## config.mk

```make
export PLATFORM = sky130hd
export DESIGN_NAME = fe_packet_tagger
export DESIGN_NICKNAME = d
export VERILOG_FILES = /design/src/rtl/fetag_pkg.sv /design/src/rtl/fetag_tagger.sv /design/src/rtl/fetag_fifo.sv /design/src/rtl/fe_packet_tagger.sv
export SDC_FILE = /design/constraint.sdc
export NUM_CORES = 1
export LEC_CHECK = 0
export ABC_AREA = 1
export BUFFER_PORTS_ARGS = -buffer_cell sky130_fd_sc_hd__buf_2
export CAP_MARGIN = 10
export CELL_PAD_IN_SITES_DETAIL_PLACEMENT = 1
export CELL_PAD_IN_SITES_GLOBAL_PLACEMENT = 2
export CORE_ASPECT_RATIO = 0.5
export CORE_MARGIN = 2
export CORE_UTILIZATION = 39
export DETAILED_ROUTE_END_ITERATION = 8
export PLACE_DENSITY = 0.9
export SYNTH_ARGS = -nofsm -noshare
export SYNTH_HDL_FRONTEND = slang
export SYNTH_HIERARCHICAL = 1
export SYNTH_SLANG_ARGS = --single-unit
```

## constraint.sdc

```tcl
create_clock -name clk -period 3 [get_ports clk]
set_input_delay 0 -clock clk [delete_from_list [all_inputs] [get_ports clk]]
set_output_delay 0 -clock clk [all_outputs]
set_load 0.02 [all_outputs]
```

## src/rtl/fetag_pkg.sv

```systemverilog
// Shared packet geometry and types for the front-end packet tagger.
package fetag_pkg;
    localparam int HDR_WORDS  = 5;
    localparam int CHANNELS   = 80;
    localparam int SEQ_PER_CH = 12;
    localparam int TAIL_WORDS = 5;
    localparam int DATA_WORDS = CHANNELS * SEQ_PER_CH;
    localparam int BODY_WORDS = HDR_WORDS + DATA_WORDS + TAIL_WORDS;
    localparam int POS_W      = $clog2(BODY_WORDS + 1);

    typedef enum logic [1:0] {
        CLS_HDR  = 2'd0,
        CLS_DATA = 2'd1,
        CLS_TAIL = 2'd2
    } word_cls_e;

    localparam logic [6:0] IDX_TAIL    = 7'd1;
    localparam logic [6:0] IDX_TRAILER = 7'h7F;
    localparam logic [3:0] SEQ_TRAILER = 4'hF;
endpackage

```

## src/rtl/fetag_tagger.sv

```systemverilog
// Tags each payload word by its position in the packet and emits the trailer.
// Assumes at most one strobe per cycle. Handshakes open and close a packet.
// Payload words beyond the expected body length are dropped and flagged.
module fetag_tagger
    import fetag_pkg::*;
(
    input  logic        clk,
    input  logic        rst_n,
    input  logic [19:0] in_word,
    input  logic        in_cav,
    input  logic        in_dav,
    input  logic        suppress_en,
    output logic        push,
    output logic [31:0] push_word
);
    localparam logic [POS_W-1:0] HDR_END  = POS_W'(HDR_WORDS);
    localparam logic [POS_W-1:0] DATA_END = POS_W'(HDR_WORDS + DATA_WORDS);
    localparam logic [POS_W-1:0] BODY_END = POS_W'(BODY_WORDS);
    localparam logic [3:0]       SQ_LAST  = 4'(SEQ_PER_CH - 1);

    logic             in_pkt;
    logic [POS_W-1:0] pos;
    logic [6:0]       ch;
    logic [3:0]       sq;
    logic [19:0]      par;
    logic             extra;
    word_cls_e        cls;
    logic [POS_W-1:0] toff;

    // Classify the current position into header, data or tail region.
    always_comb begin
        toff = pos - DATA_END;
        if (pos < HDR_END)       cls = CLS_HDR;
        else if (pos < DATA_END) cls = CLS_DATA;
        else                     cls = CLS_TAIL;
    end

    // Track packet framing, position, parity and build the tagged word.
    always_ff @(posedge clk) begin
        if (!rst_n) begin
            in_pkt    <= 1'b0;
            pos       <= '0;
            ch        <= '0;
            sq        <= '0;
            par       <= '0;
            extra     <= 1'b0;
            push      <= 1'b0;
            push_word <= '0;
        end else begin
            push <= 1'b0;
            if (in_cav && !in_pkt) begin
                in_pkt <= 1'b1;
                pos    <= '0;
                ch     <= '0;
                sq     <= '0;
                par    <= '0;
                extra  <= 1'b0;
            end else if (in_cav && in_pkt) begin
                in_pkt    <= 1'b0;
                push      <= 1'b1;
                push_word <= {1'b1, IDX_TRAILER, SEQ_TRAILER, 18'd0,
                              (pos != BODY_END) || extra, par != 20'd0};
            end else if (in_dav && in_pkt) begin
                par <= par ^ in_word;
                if (pos == BODY_END) begin
                    extra <= 1'b1;
                end else begin
                    pos <= pos + 1'b1;
                    case (cls)
                        CLS_HDR: begin
                            push      <= 1'b1;
                            push_word <= {1'b1, 7'd0, pos[3:0], in_word};
                        end
                        CLS_DATA: begin
                            push      <= !(suppress_en && in_word == 20'd0);
                            push_word <= {1'b0, ch, sq, in_word};
                            if (sq == SQ_LAST) begin
                                sq <= '0;
                                ch <= ch + 1'b1;
                            end else begin
                                sq <= sq + 1'b1;
                            end
                        end
                        default: begin
                            push      <= 1'b1;
                            push_word <= {1'b1, IDX_TAIL, toff[3:0], in_word};
                        end
                    endcase
                end
            end
        end
    end

    AST_HDR_SEQ: assert property (@(posedge clk) disable iff (!rst_n)
        push && push_word[31] && push_word[30:24] == 7'd0 |-> push_word[23:20] < 4'(HDR_WORDS));
    AST_DATA_RANGE: assert property (@(posedge clk) disable iff (!rst_n)
        push && !push_word[31] |-> push_word[30:24] < 7'(CHANNELS) && push_word[23:20] <= SQ_LAST);
    AST_TAIL_SEQ: assert property (@(posedge clk) disable iff (!rst_n)
        push && push_word[31] && push_word[30:24] == IDX_TAIL |-> push_word[23:20] < 4'(TAIL_WORDS));
    AST_TRAILER_SHAPE: assert property (@(posedge clk) disable iff (!rst_n)
        push && push_word[30:24] == IDX_TRAILER |-> push_word[31] && push_word[19:2] == 18'd0);
    AST_SUPPRESS_ZERO: assert property (@(posedge clk) disable iff (!rst_n)
        push && !push_word[31] && $past(suppress_en) |-> push_word[19:0] != 20'd0);
endmodule

```

## src/rtl/fetag_fifo.sv

```systemverilog
// Small elastic buffer between the tagger and the valid/ready output.
// Assumes DEPTH is a power of two and the writer never overfills it.
module fetag_fifo #(
    parameter int W     = 32,
    parameter int DEPTH = 8
) (
    input  logic         clk,
    input  logic         rst_n,
    input  logic         wr_en,
    input  logic [W-1:0] wr_data,
    output logic         rd_valid,
    input  logic         rd_ready,
    output logic [W-1:0] rd_data
);
    localparam int AW = $clog2(DEPTH);

    logic [W-1:0]  mem [DEPTH];
    logic [AW-1:0] wp;
    logic [AW-1:0] rp;
    logic [AW:0]   cnt;
    logic          rd_en;
    logic          full;

    // Derive handshake status from the occupancy count.
    always_comb begin
        rd_valid = cnt != '0;
        full     = cnt == (AW + 1)'(DEPTH);
        rd_en    = rd_valid && rd_ready;
        rd_data  = mem[rp];
    end

    // Store incoming words.
    always_ff @(posedge clk) begin
        if (wr_en) mem[wp] <= wr_data;
    end

    // Advance pointers and occupancy.
    always_ff @(posedge clk) begin
        if (!rst_n) begin
            wp  <= '0;
            rp  <= '0;
            cnt <= '0;
        end else begin
            if (wr_en) wp <= wp + 1'b1;
            if (rd_en) rp <= rp + 1'b1;
            cnt <= cnt + (AW + 1)'(wr_en) - (AW + 1)'(rd_en);
        end
    end

    AST_NO_OVERFLOW: assert property (@(posedge clk) disable iff (!rst_n)
        wr_en |-> !full || rd_en);
    AST_STALL_HOLD: assert property (@(posedge clk) disable iff (!rst_n)
        rd_valid && !rd_ready |=> rd_valid && $stable(rd_data));
endmodule

```

## src/rtl/fe_packet_tagger.sv

```systemverilog
// Top level: tags front-end payload words and buffers them for a
// valid/ready consumer. Input arrives at most one word per cycle; stalls
// must stay shorter than the buffer can absorb.
module fe_packet_tagger #(
    parameter int FIFO_DEPTH = 8
) (
    input  logic        clk,
    input  logic        rst_n,
    input  logic [19:0] in_word,
    input  logic        in_cav,
    input  logic        in_dav,
    input  logic        suppress_en,
    output logic [31:0] out_data,
    output logic        out_valid,
    input  logic        out_ready
);
    logic        push;
    logic [31:0] push_word;

    fetag_tagger u_tagger (
        .clk        (clk),
        .rst_n      (rst_n),
        .in_word    (in_word),
        .in_cav     (in_cav),
        .in_dav     (in_dav),
        .suppress_en(suppress_en),
        .push       (push),
        .push_word  (push_word)
    );

    fetag_fifo #(.W(32), .DEPTH(FIFO_DEPTH)) u_fifo (
        .clk     (clk),
        .rst_n   (rst_n),
        .wr_en   (push),
        .wr_data (push_word),
        .rd_valid(out_valid),
        .rd_ready(out_ready),
        .rd_data (out_data)
    );

    AST_RESET_IDLE: assert property (@(posedge clk) !rst_n |=> !out_valid);
endmodule

```

==> impl_metrics.env, run 1 <==
export IMPL_drive_above_1_share=0.08942
export IMPL_grt_pass1_vias=11476
export IMPL_vias=11211
export IMPL_overflow=0
export IMPL_rsz0062_at_grt="no"
export IMPL_drcViolationCount=0
export IMPL_fin_skew_ns=0.02266
export IMPL_cp_required_ns=3.00
export IMPL_leakage_uw=0.007401
export IMPL_grt_max_degree=129
export IMPL_clkSinkCount=345
export IMPL_gp_congestion=0.8015
export IMPL_hold_start="suppress_en"
export IMPL_clk_path_buf_depth=3
export IMPL_slowest_delay_ns=0.72
export IMPL_yosys_area_top_type="edfxtp_1"
export IMPL_final_hold_viol_count=0
export IMPL_worst_r2r_endpoint="u_fifo/cnt[2]$_SDFF_PN0_"
export IMPL_min_path_cells=6
export IMPL_synthTopCellsByArea="edfxtp_1, nand2_1, dfxtp_1, inv_1, nand3_1"
export IMPL_yosysMostFrequentCell="nand2_1"
export IMPL_grt_pass1_wl_mm=63.31
export IMPL_rows=51
export IMPL_cts_made_buffers=35
export IMPL_ys_seq_area_frac=0.6229
export IMPL_timing_fmax_ghz=0.4376
export IMPL_nets=1778
export IMPL_dp_cells=2208
export IMPL_slew_limit_headroom=0.3705
export IMPL_hold_class="in2reg"
export IMPL_cts_tree="done"
export IMPL_fp_dieH_um=143.6
export IMPL_initial_core_util=0.3931
export IMPL_drt_first_iter_violations=795
export IMPL_core_region_area_um2=38670
export IMPL_setup_viol=0
export IMPL_routed_wl_mm=40.78
export IMPL_layoutNonFillerInstCount=2299
export IMPL_maxCapViolCount=0
export IMPL_root_buffer="clkbuf_16"
export IMPL_r2r_slack_ns=0.90
export IMPL_synth_edf_count=256
export IMPL_cp_start_kind="flop"
export IMPL_synth_commonest_cells="nand2_1, inv_1, edfxtp_1"
export IMPL_port_buffers=58
export IMPL_antenna_found_initial=0
export IMPL_status="finished clean"
export IMPL_drt_pass1_iter_count=5
export IMPL_multiInputGateArea_um2=4446
export IMPL_r2r_start="u_fifo/cnt[2]$_SDFF_PN0_"
export IMPL_hold_end="u_tagger/push$_SDFF_PP0_"
export IMPL_track_usage=0.2008
export IMPL_finalCritPeriodShare=0.7618
export IMPL_n_fill_cell=4499
export IMPL_crit_chain="buf_4 -> nand3_1 -> nand2_1 -> nand2_1 -> nand2_1 -> buf_2"
export IMPL_synth_top_area_share=0.5057
export IMPL_yosys_warnings=6
export IMPL_clk_transition_reported_paths_ns=0.06
export IMPL_arrival_ns=2.29
export IMPL_tightest_slew_ns=0.9443
export IMPL_vdd_drop_max_mv=0.3995
export IMPL_h_tree_depth=2
export IMPL_fin_setup_tns_ns=0
export IMPL_fin_crit_ns=2.285
export IMPL_synth_seq_cells=345
export IMPL_crit_top_cell="nand2_1"
export IMPL_crit_type="reg2out"
export IMPL_regArea_um2=9474
export IMPL_dieArea_um2=40670
export IMPL_synth_ff_type="edfxtp_1"
export IMPL_synth_async_reset_ratio=0
export IMPL_cp_end_kind="output port"
export IMPL_worstSkewPairLatency_ns=0.53
export IMPL_postCtsSetupBuffers=0
export IMPL_syn_num_nets=1706
export IMPL_die_x_um=283.2
export IMPL_p_per_area_nw_per_um2=714.3
export IMPL_yosysUniqueCellTypes=37
export IMPL_wl_per_cell_um=17.74
export IMPL_syn_instance_count=1668
export IMPL_ant_nets=0
export IMPL_syn_area_um2=15200
export IMPL_synth_area_per_cell_um2=9.113
export IMPL_timing_final_max_slew_violations=0
export IMPL_crit_path_max_fanout=64
export IMPL_reg2reg_depth=10
export IMPL_vias_per_cell=4.876
export IMPL_syn2layout_area_growth_pct=14.84
export IMPL_dp_hpwl_mm=24.16
export IMPL_fin_util=0.4514
export IMPL_cp_slowest_cell="buf_4"
export IMPL_io_pins=59
[timing repair]
action | CTS | global route
resized for setup | 0 | 0
hold buffers | 25 | 0
endpoints found under the hold margin | 67 | 0
[how the worst max path moves through the flow]
stage	from	to
after CTS	flop	out_data[0]
after global routing	flop	out_data[9]
after global placement	u_fifo/cnt[2]$_SDFF_PN0_	u_fifo/cnt[2]$_SDFF_PN0_
after floorplan	u_tagger/push$_SDFF_PP0_	u_fifo/mem[0][0]$_DFFE_PP_
final	flop	out_data[0]
after detailed placement	u_tagger/pos[0]$_SDFFE_PP0P_	u_tagger/push_word[1]$_SDFFE_PN0P_
[report_power, final]
group / switching (µW) / internal [µW]
sequential: 106 / 5210
combinational: 2030 / 858
clock: 1860 / 2410
[cells by family after synthesis]
| kind of cell | Yosys count | synth area share |
|---|---|---|
| xor+xnor | 10 | 0.005762 |
| fa+ha+maj | 12 | 0.01037 |
| flops | 345 | 0.6229 |
| compound gates | 112 | 0.03951 |
| buf+inv | 333 | 0.08890 |
| simple gates | 856 | 0.2325 |
[metal layers]
layer / track usage / vias to the layer above / wire [µm]
li1: - / 5454 / -
met1: 0.2718 / 5506 / 19250
met2: 0.3442 / 205 / 19230
met3: 0.02841 / 46 / 1725
met4: 0.04762 / 0 / 581
met5: 0 / - / 0
[cells in the final DEF, fill, tap and decap left out, types with 4 or more instances in the layout]
master / count
nor3_1: 4
nand3_1: 151
buf_2: 58
nand2_4: 5
edfxtp_1: 256
inv_2: 4
a31oi_1: 6
clkbuf_1: 10
o21a_1: 6
clkinv_1: 6
xor2_1: 8
nand4_1: 9
inv_1: 260
nor4_1: 4
a21oi_1: 69
clkbuf_16: 36
clkinv_2: 8
nor2_1: 62
ha_1: 11
o21ai_0: 25
buf_12: 7
dfxtp_1: 87
nor2_4: 12
nand2_1: 599
buf_4: 11
dlygate4sd3_1: 25
[sequential cells by signal, indices dropped and copies added, names as in the netlist, 3 cells and up, named ones only]
| signal | flops |
|---|---|
| u_tagger/par | 20 |
| u_fifo/rp | 3 |
| u_tagger/push_word | 32 |
| u_tagger/pos | 10 |
| u_fifo/cnt | 4 |
| u_tagger/ch | 7 |
| u_fifo/wp | 3 |
| u_tagger/sq | 4 |
| u_fifo/mem | 256 |
[layout make-up]
type | instances | area share
clock inverters | 18 | 0.009389
diodes | 2 | 0.0002867
well taps | 530 | 0.03799
repair buffers | 101 | 0.04372
flip-flops and latches | 345 | 0.5427
clock buffers | 46 | 0.05376
inverters | 267 | 0.05748
multi-input cells | 990 | 0.2547
[worst max-delay path, delay by kind of cell (launching register included)]
| family | cells | cell delay (ns) |
|---|---|---|
| buffers and inverters | 2 | 0.90 |
| DFF | 1 | 0.33 |
| and+or+nand+nor | 4 | 0.51 |
[stage by stage]
step           setup slack [ns]  hold WS [ns]  total power, µW  cell area, µm²
2_1_floorplan            0.4816       0.09345             7377           15200
3_3_place_gp             0.9973        0.2962             8220           16100
6_report                 0.7147       0.05420            12470           17460
4_1_cts                  0.6871       0.03637            12600           17450
3_5_place_dp             0.9232        0.2988             8270           16100
5_1_grt                  0.5948       0.05809            13110           17450
(Power assumes the default switching activity.)
==> inputs of run 2 (changes only) <==
- ABC_AREA: 1 -> 0
- CORE_UTILIZATION: 39 -> 42
- PLACE_DENSITY: 0.9 -> 0.87
- clock period: 3 -> 2 ns (I/O delays scaled with it)
==> impl_metrics.env, run 2 <==
export IMPL_cts_tree="done"
export IMPL_fin_setup_tns_ns=-7.839
export IMPL_overflow=0
export IMPL_slew_limit_headroom=0.6226
export IMPL_num_antenna_cells=0
export IMPL_setup_viol=32
export IMPL_regMostFlops="u_fifo/mem"
export IMPL_crit_type="reg2out"
export IMPL_grt_pass1_vias=8768
export IMPL_crit_path_max_fanout=8
export IMPL_cp_required_ns=2.00
export IMPL_track_usage=0.2190
export IMPL_initial_core_util=0.4234
export IMPL_n_fill_cell=3111
export IMPL_leakage_uw=0.005805
export IMPL_yosys_area_top_type="edfxtp_1"
export IMPL_tightest_slew_ns=0.5644
export IMPL_clkSinkCount=345
export IMPL_syn2layout_area_growth_pct=20.29
export IMPL_synth_edf_count=256
export IMPL_rows=47
export IMPL_final_common_cell="edfxtp_1"
export IMPL_synthTopCellsByArea="edfxtp_1, dfxtp_1, mux4_1, mux4_2, mux2_2"
export IMPL_largest_register_ffs=256
export IMPL_worstSkewPairLatency_ns=0.59
export IMPL_nets=992
export IMPL_port_buffers=58
export IMPL_final_hold_viol_count=0
export IMPL_fin_crit_ns=2.282
export IMPL_yosysUniqueCellTypes=61
export IMPL_grt_max_degree=65
export IMPL_vdd_drop_max_mv=0.6844
export IMPL_syn_area_um2=13890
export IMPL_final_cell_mix="edfxtp_1, dfxtp_1, mux4_2"
export IMPL_root_buffer="clkbuf_16"
export IMPL_cp_start_kind="flop"
export IMPL_timing_fmax_ghz=0.4382
export IMPL_yosys_warnings=6
export IMPL_syn_num_nets=869
export IMPL_antenna_found_initial=0
export IMPL_reg_top3="u_fifo/mem (256), u_tagger/push_word (32), u_tagger/par (20)"
export IMPL_grt_pass1_wl_mm=56.55
export IMPL_fp_dieH_um=132.6
export IMPL_core_region_area_um2=32810
export IMPL_fin_skew_ns=0.03771
export IMPL_vias_per_cell=5.864
export IMPL_drt_pass1_iter_count=6
export IMPL_synth_seq_cells=345
export IMPL_finalCritPeriodShare=1.141
export IMPL_h_tree_depth=1
export IMPL_clk_transition_reported_paths_ns=0.07
export IMPL_synth_area_per_cell_um2=16.72
export IMPL_vias=8327
export IMPL_synth_commonest_cells="edfxtp_1, dfxtp_1, nor2_1"
export IMPL_ys_seq_area_frac=0.6815
export IMPL_drive_above_1_share=0.2942
export IMPL_layoutNonFillerInstCount=1420
export IMPL_violations="setup timing"
export IMPL_die_x_um=261.2
export IMPL_routed_wl_mm=37.60
export IMPL_wl_per_cell_um=26.48
export IMPL_syn_instance_count=831
export IMPL_timing_final_max_slew_violations=0
export IMPL_cp_end_kind="output port"
export IMPL_clk_path_buf_depth=3
export IMPL_arrival_ns=2.28
export IMPL_synth_ff_type="edfxtp_1"
export IMPL_gp_congestion=0.7854
export IMPL_dp_cells=1322
export IMPL_maxCapViolCount=0
export IMPL_finalWorstSetupSlack_ns=-0.2822
export IMPL_dp_hpwl_mm=20.14
export IMPL_ant_nets=0
export IMPL_drt_first_iter_violations=890
export IMPL_status="finished, violations left"
export IMPL_io_pins=59
export IMPL_dieArea_um2=34640
export IMPL_p_per_area_nw_per_um2=1038
export IMPL_yosysMostFrequentCell="edfxtp_1"
export IMPL_synth_async_reset_ratio=0
export IMPL_rsz0062_at_grt="yes"
export IMPL_hold_class="in2reg"
export IMPL_drcViolationCount=0
export IMPL_synth_top_area_share=0.5533
export IMPL_cts_made_buffers=31
-- run 2: changes by cell type in the layout (fill, tap and decap cells not counted), moves of 20 or more --
cell | before | now
a21oi_1 | 69 | 13
buf_2 | 58 | 27
buf_6 | 0 | 28
nand3_1 | 151 | 10
mux4_2 | 0 | 60
inv_1 | 260 | 8
nand2_1 | 599 | 41
buf_4 | 11 | 34
mux2_4 | 0 | 24
mux2i_1 | 0 | 20
-- run 2: worst paths after layout --
check                                    start                                   to  slack [ns]  depth (start not counted)
hold reg to reg      u_fifo/rp[2]$_SDFFE_PN0P_                                 flop        0.48                          2
hold / removal                          in_dav         u_tagger/par[0]$_SDFFE_PP0P_        0.04                          5
setup reg to reg  u_tagger/pos[2]$_SDFFE_PP0P_  u_tagger/push_word[13]$_SDFFE_PN0P_        0.02                          5
setup / recovery                          flop                          out_data[1]       -0.28                          5
-- run 2: report_power, final --
part	total, µW	switching (µW)	internal [µW]
Combinational	3340	1530	1800
Clock	6040	2750	3300
Sequential	7960	174	7790
-- run 2: repair_timing --
item,CTS,global route
pin swaps,0,5
hold buffers,23,0
setup buffers,8,4
gates cloned,6,0
hold endpoints to repair,53,0
endpoints found under the setup margin,33,59
gates resized for setup,105,40
-- run 2: through the flow --
step           setup slack [ns]    util  instance area [µm²]  hold slack [ns]  total power [µW]
6_report                -0.2822  0.5093                16710          0.04196             17340
5_1_grt                 -0.3204  0.5093                16710          0.07487             17840
4_1_cts                 -0.2980  0.5060                16600          0.02607             17110
3_5_place_dp            0.01417  0.4568                14990           0.2969             10450
3_3_place_gp            0.05166  0.4568                14990           0.2660             10360
2_1_floorplan           -0.3555       -                13920           0.1439              9718
-- run 2: cells by family after synthesis --
family / after synthesis / share of synthesized area
fa+ha+maj: 12 / 0.01135
mux: 117 / 0.1556
compound gates: 77 / 0.03980
xor+xnor: 29 / 0.01828
flops: 345 / 0.6815
buf+inv: 55 / 0.02062
simple gates: 196 / 0.07285
-- run 2: layer usage --
metal / vias up / wire, µm / GRT usage
li1: 3507 / - / -
met1: 4378 / 15110 / 0.2912
met2: 369 / 19030 / 0.3758
met3: 73 / 2612 / 0.03659
met4: 0 / 849 / 0.05524
met5: - / 0 / 0
-- run 2: worst max-delay path, stage by stage, from the launching register on --
cell	delay [ns]
dfxtp_4	0.44
buf_12	0.13
buf_16	0.15
mux4_2	0.54
mux2_4	0.32
buf_6	0.14
-- run 2: layout make-up --
| type | count | area, µm² | share of cell area |
|---|---|---|---|
| clock buffers | 36 | 804.5 | 0.04814 |
| clock inverters | 22 | 209.0 | 0.01250 |
| inverters | 12 | 45.04 | 0.002695 |
| multi-input cells | 431 | 4217 | 0.2523 |
| flip-flops and latches | 345 | 9478 | 0.5671 |
| well taps | 441 | 551.8 | 0.03301 |
| repair buffers | 133 | 1409 | 0.08429 |
==> inputs of run 3 (changes only) <==
- SYNTH_HIERARCHICAL: 1 -> default
==> impl_metrics.env, run 3 <==
export IMPL_fin_util=0.5283
export IMPL_yosys_warnings=0
export IMPL_synth_area_per_cell_um2=16.75
export IMPL_arrival_ns=2.29
export IMPL_finalCritPeriodShare=1.147
export IMPL_syn2layout_area_growth_pct=23.89
export IMPL_vias=7935
export IMPL_overflow=0
export IMPL_cp_start_kind="flop"
export IMPL_violations="setup timing"
export IMPL_synth_top_area_share=0.5695
export IMPL_finalWorstSetupSlack_ns=-0.2941
export IMPL_grt_pass1_vias=8106
export IMPL_dieArea_um2=33680
export IMPL_vdd_drop_max_mv=0.7084
export IMPL_leakage_uw=0.005610
export IMPL_rsz0062_at_grt="yes"
export IMPL_final_common_cell="edfxtp_1"
export IMPL_cp_required_ns=2.00
export IMPL_switchingPower_uw=4969
export IMPL_n_fill_cell=2954
export IMPL_pwr_share_comb=0.244
export IMPL_cp_end_kind="output port"
export IMPL_reg2reg_depth=11
export IMPL_routed_wl_mm=36.50
export IMPL_setup_viol=35
export IMPL_ys_seq_area_frac=0.7015
export IMPL_synth_edf_count=256
export IMPL_die_x_um=257.5
export IMPL_drcViolationCount=0
export IMPL_antenna_found_initial=0
export IMPL_p_per_area_nw_per_um2=1120
export IMPL_synth_commonest_cells="edfxtp_1, dfxtp_1, mux4_2"
export IMPL_grt_pass1_wl_mm=50.60
export IMPL_largest_register_ffs=256
export IMPL_final_hold_viol_count=0
export IMPL_ant_nets=0
export IMPL_rows=46
export IMPL_cts_tree="done"
export IMPL_synth_seq_cells=345
export IMPL_wl_per_cell_um=25.91
export IMPL_worstSkewPairLatency_ns=0.58
export IMPL_drt_first_iter_violations=728
export IMPL_crit_path_max_fanout=6
export IMPL_crit_type="reg2out"
export IMPL_dp_hpwl_mm=20.52
export IMPL_h_tree_depth=1
export IMPL_grtUsageMet3=0.02623
export IMPL_drive_above_1_share=0.3255
export IMPL_clk_path_buf_depth=3
export IMPL_timing_fmax_ghz=0.4359
export IMPL_final_cell_mix="edfxtp_1, dfxtp_1, mux4_2"
export IMPL_grt_busiest_layer="met2"
export IMPL_syn_num_nets=845
export IMPL_fin_crit_ns=2.294
export IMPL_yosysUniqueCellTypes=50
export IMPL_num_antenna_cells=0
export IMPL_synth_ff_type="edfxtp_1"
export IMPL_swShare=0.2652
export IMPL_seqPwrFrac=0.429
export IMPL_drt_pass1_iter_count=5
export IMPL_tightest_slew_ns=0.5161
export IMPL_clk_transition_reported_paths_ns=0.07
export IMPL_regMostFlops="u_fifo.mem"
export IMPL_grt_max_degree=33
export IMPL_timing_final_max_slew_violations=0
export IMPL_cts_made_buffers=31
export IMPL_yosys_area_top_type="edfxtp_1"
export IMPL_stdcell_area_um2=16720
export IMPL_hold_class="in2reg"
export IMPL_nets=992
export IMPL_intPower_uw=13770
export IMPL_fp_dieH_um=130.8
export IMPL_track_usage=0.2009
export IMPL_p_clk_frac=0.327
export IMPL_port_buffers=58
export IMPL_io_pins=59
export IMPL_p_total_uw=18740
export IMPL_status="finished, violations left"
export IMPL_maxCapViolCount=0
export IMPL_slew_limit_headroom=0.6555
export IMPL_gp_congestion=0.8154
export IMPL_core_region_area_um2=31660
export IMPL_reg_top3="u_fifo.mem (256), u_tagger.push_word (32), u_tagger.par (20)"
export IMPL_fin_skew_ns=0.01704
export IMPL_synthTopCellsByArea="edfxtp_1, dfxtp_1, mux4_2, mux2_2, xor2_1"
export IMPL_synth_async_reset_ratio=0
export IMPL_vias_per_cell=5.632
export IMPL_clkSinkCount=345
export IMPL_syn_area_um2=13500
export IMPL_initial_core_util=0.4264
export IMPL_yosysMostFrequentCell="edfxtp_1"
export IMPL_root_buffer="clkbuf_16"
export IMPL_syn_instance_count=806
export IMPL_min_path_cells=5
export IMPL_placed_area_um2=14880
export IMPL_grtUsageMet2=0.3499
export IMPL_use_met1=0.2721
run 3: logic make-up after synthesis:
logic type               after synthesis  synth area share
adder cells (fa/ha/maj)               13           0.01261
multiplexers                         102            0.1379
AND/OR/NAND/NOR                      187           0.07230
flip-flops                           345            0.7015
buffers and inverters                 51           0.01576
XOR/XNOR                              37           0.02401
AO/OA/AOI/OAI                         71           0.03596
run 3: stage by stage:
step           setup slack (ns)  hold WS [ns]  cells  TNS [ns]
5_1_grt                 -0.3378       0.04333   1409    -9.880
2_1_floorplan           -0.3600        0.1818    806    -84.47
4_1_cts                 -0.2723       0.04127   1395    -7.848
3_3_place_gp            -0.1905        0.3123   1311   -0.3707
3_5_place_dp            -0.3152        0.3258   1311   -0.7186
6_report                -0.2941       0.04784   1409    -7.901
run 3: worst paths after layout:
kind / startpoint / endpoint / slack (ns)
min reg2reg: u_tagger.extra$_SDFFE_PP0P_ / u_tagger.extra$_SDFFE_PP0P_ / 0.49
max reg2reg: u_fifo.cnt[2]$_SDFF_PN0_ / u_fifo.cnt[2]$_SDFF_PN0_ / -0.29
max: flop / out_data[0] / -0.29
min: suppress_en / u_tagger.push$_SDFF_PP0_ / 0.05
run 3: cell type report:
class | count | area [µm²] | share of cell area
Clock buffer | 38 | 812.0 | 0.04855
Clock inverter | 19 | 212.7 | 0.01272
Inverter | 11 | 43.79 | 0.002618
Multi-Input combinational cell | 410 | 4105 | 0.2455
Sequential cell | 345 | 9480 | 0.5668
Tap cell | 432 | 540.5 | 0.03232
Timing Repair Buffer | 154 | 1530 | 0.09149
run 3: what timing repair did:
action | in CTS | in global routing
pin swaps | 3 | 9
hold buffers | 23 | 0
resized for setup | 48 | 55
hold endpoints to repair | 51 | 0
gates cloned | 1 | 6
endpoints found under the setup margin | 36 | 67
setup buffers | 3 | 9
run 3: worst max-delay path, stage by stage, from the launching register on:
cell and delay (ns):
dfxtp_4 0.38, buf_4 0.18, clkbuf_16 0.19, mux4_2 0.54
mux2_4 0.30, buf_6 0.14
run 3: power groups by stage:
stage                     logic (µW)  registers [µW]  clock network [µW]
after floorplan                 2480            8050                   0
after global placement          3310            8160                   0
after detailed placement        3440            8180                   0
after CTS                       3930            8040                6160
after global routing            4820            8060                6420
final                           4570            8040                6120
run 3: layer usage:
layer | share of wire | wire length [µm] | vias up
met1 | 0.41 | 15080 | 4137
met2 | 0.50 | 18340 | 326
met4 | 0.026 | 965 | 0
met5 | 0 | 0 | -
met3 | 0.058 | 2109 | 60
li1 | - | - | 3412
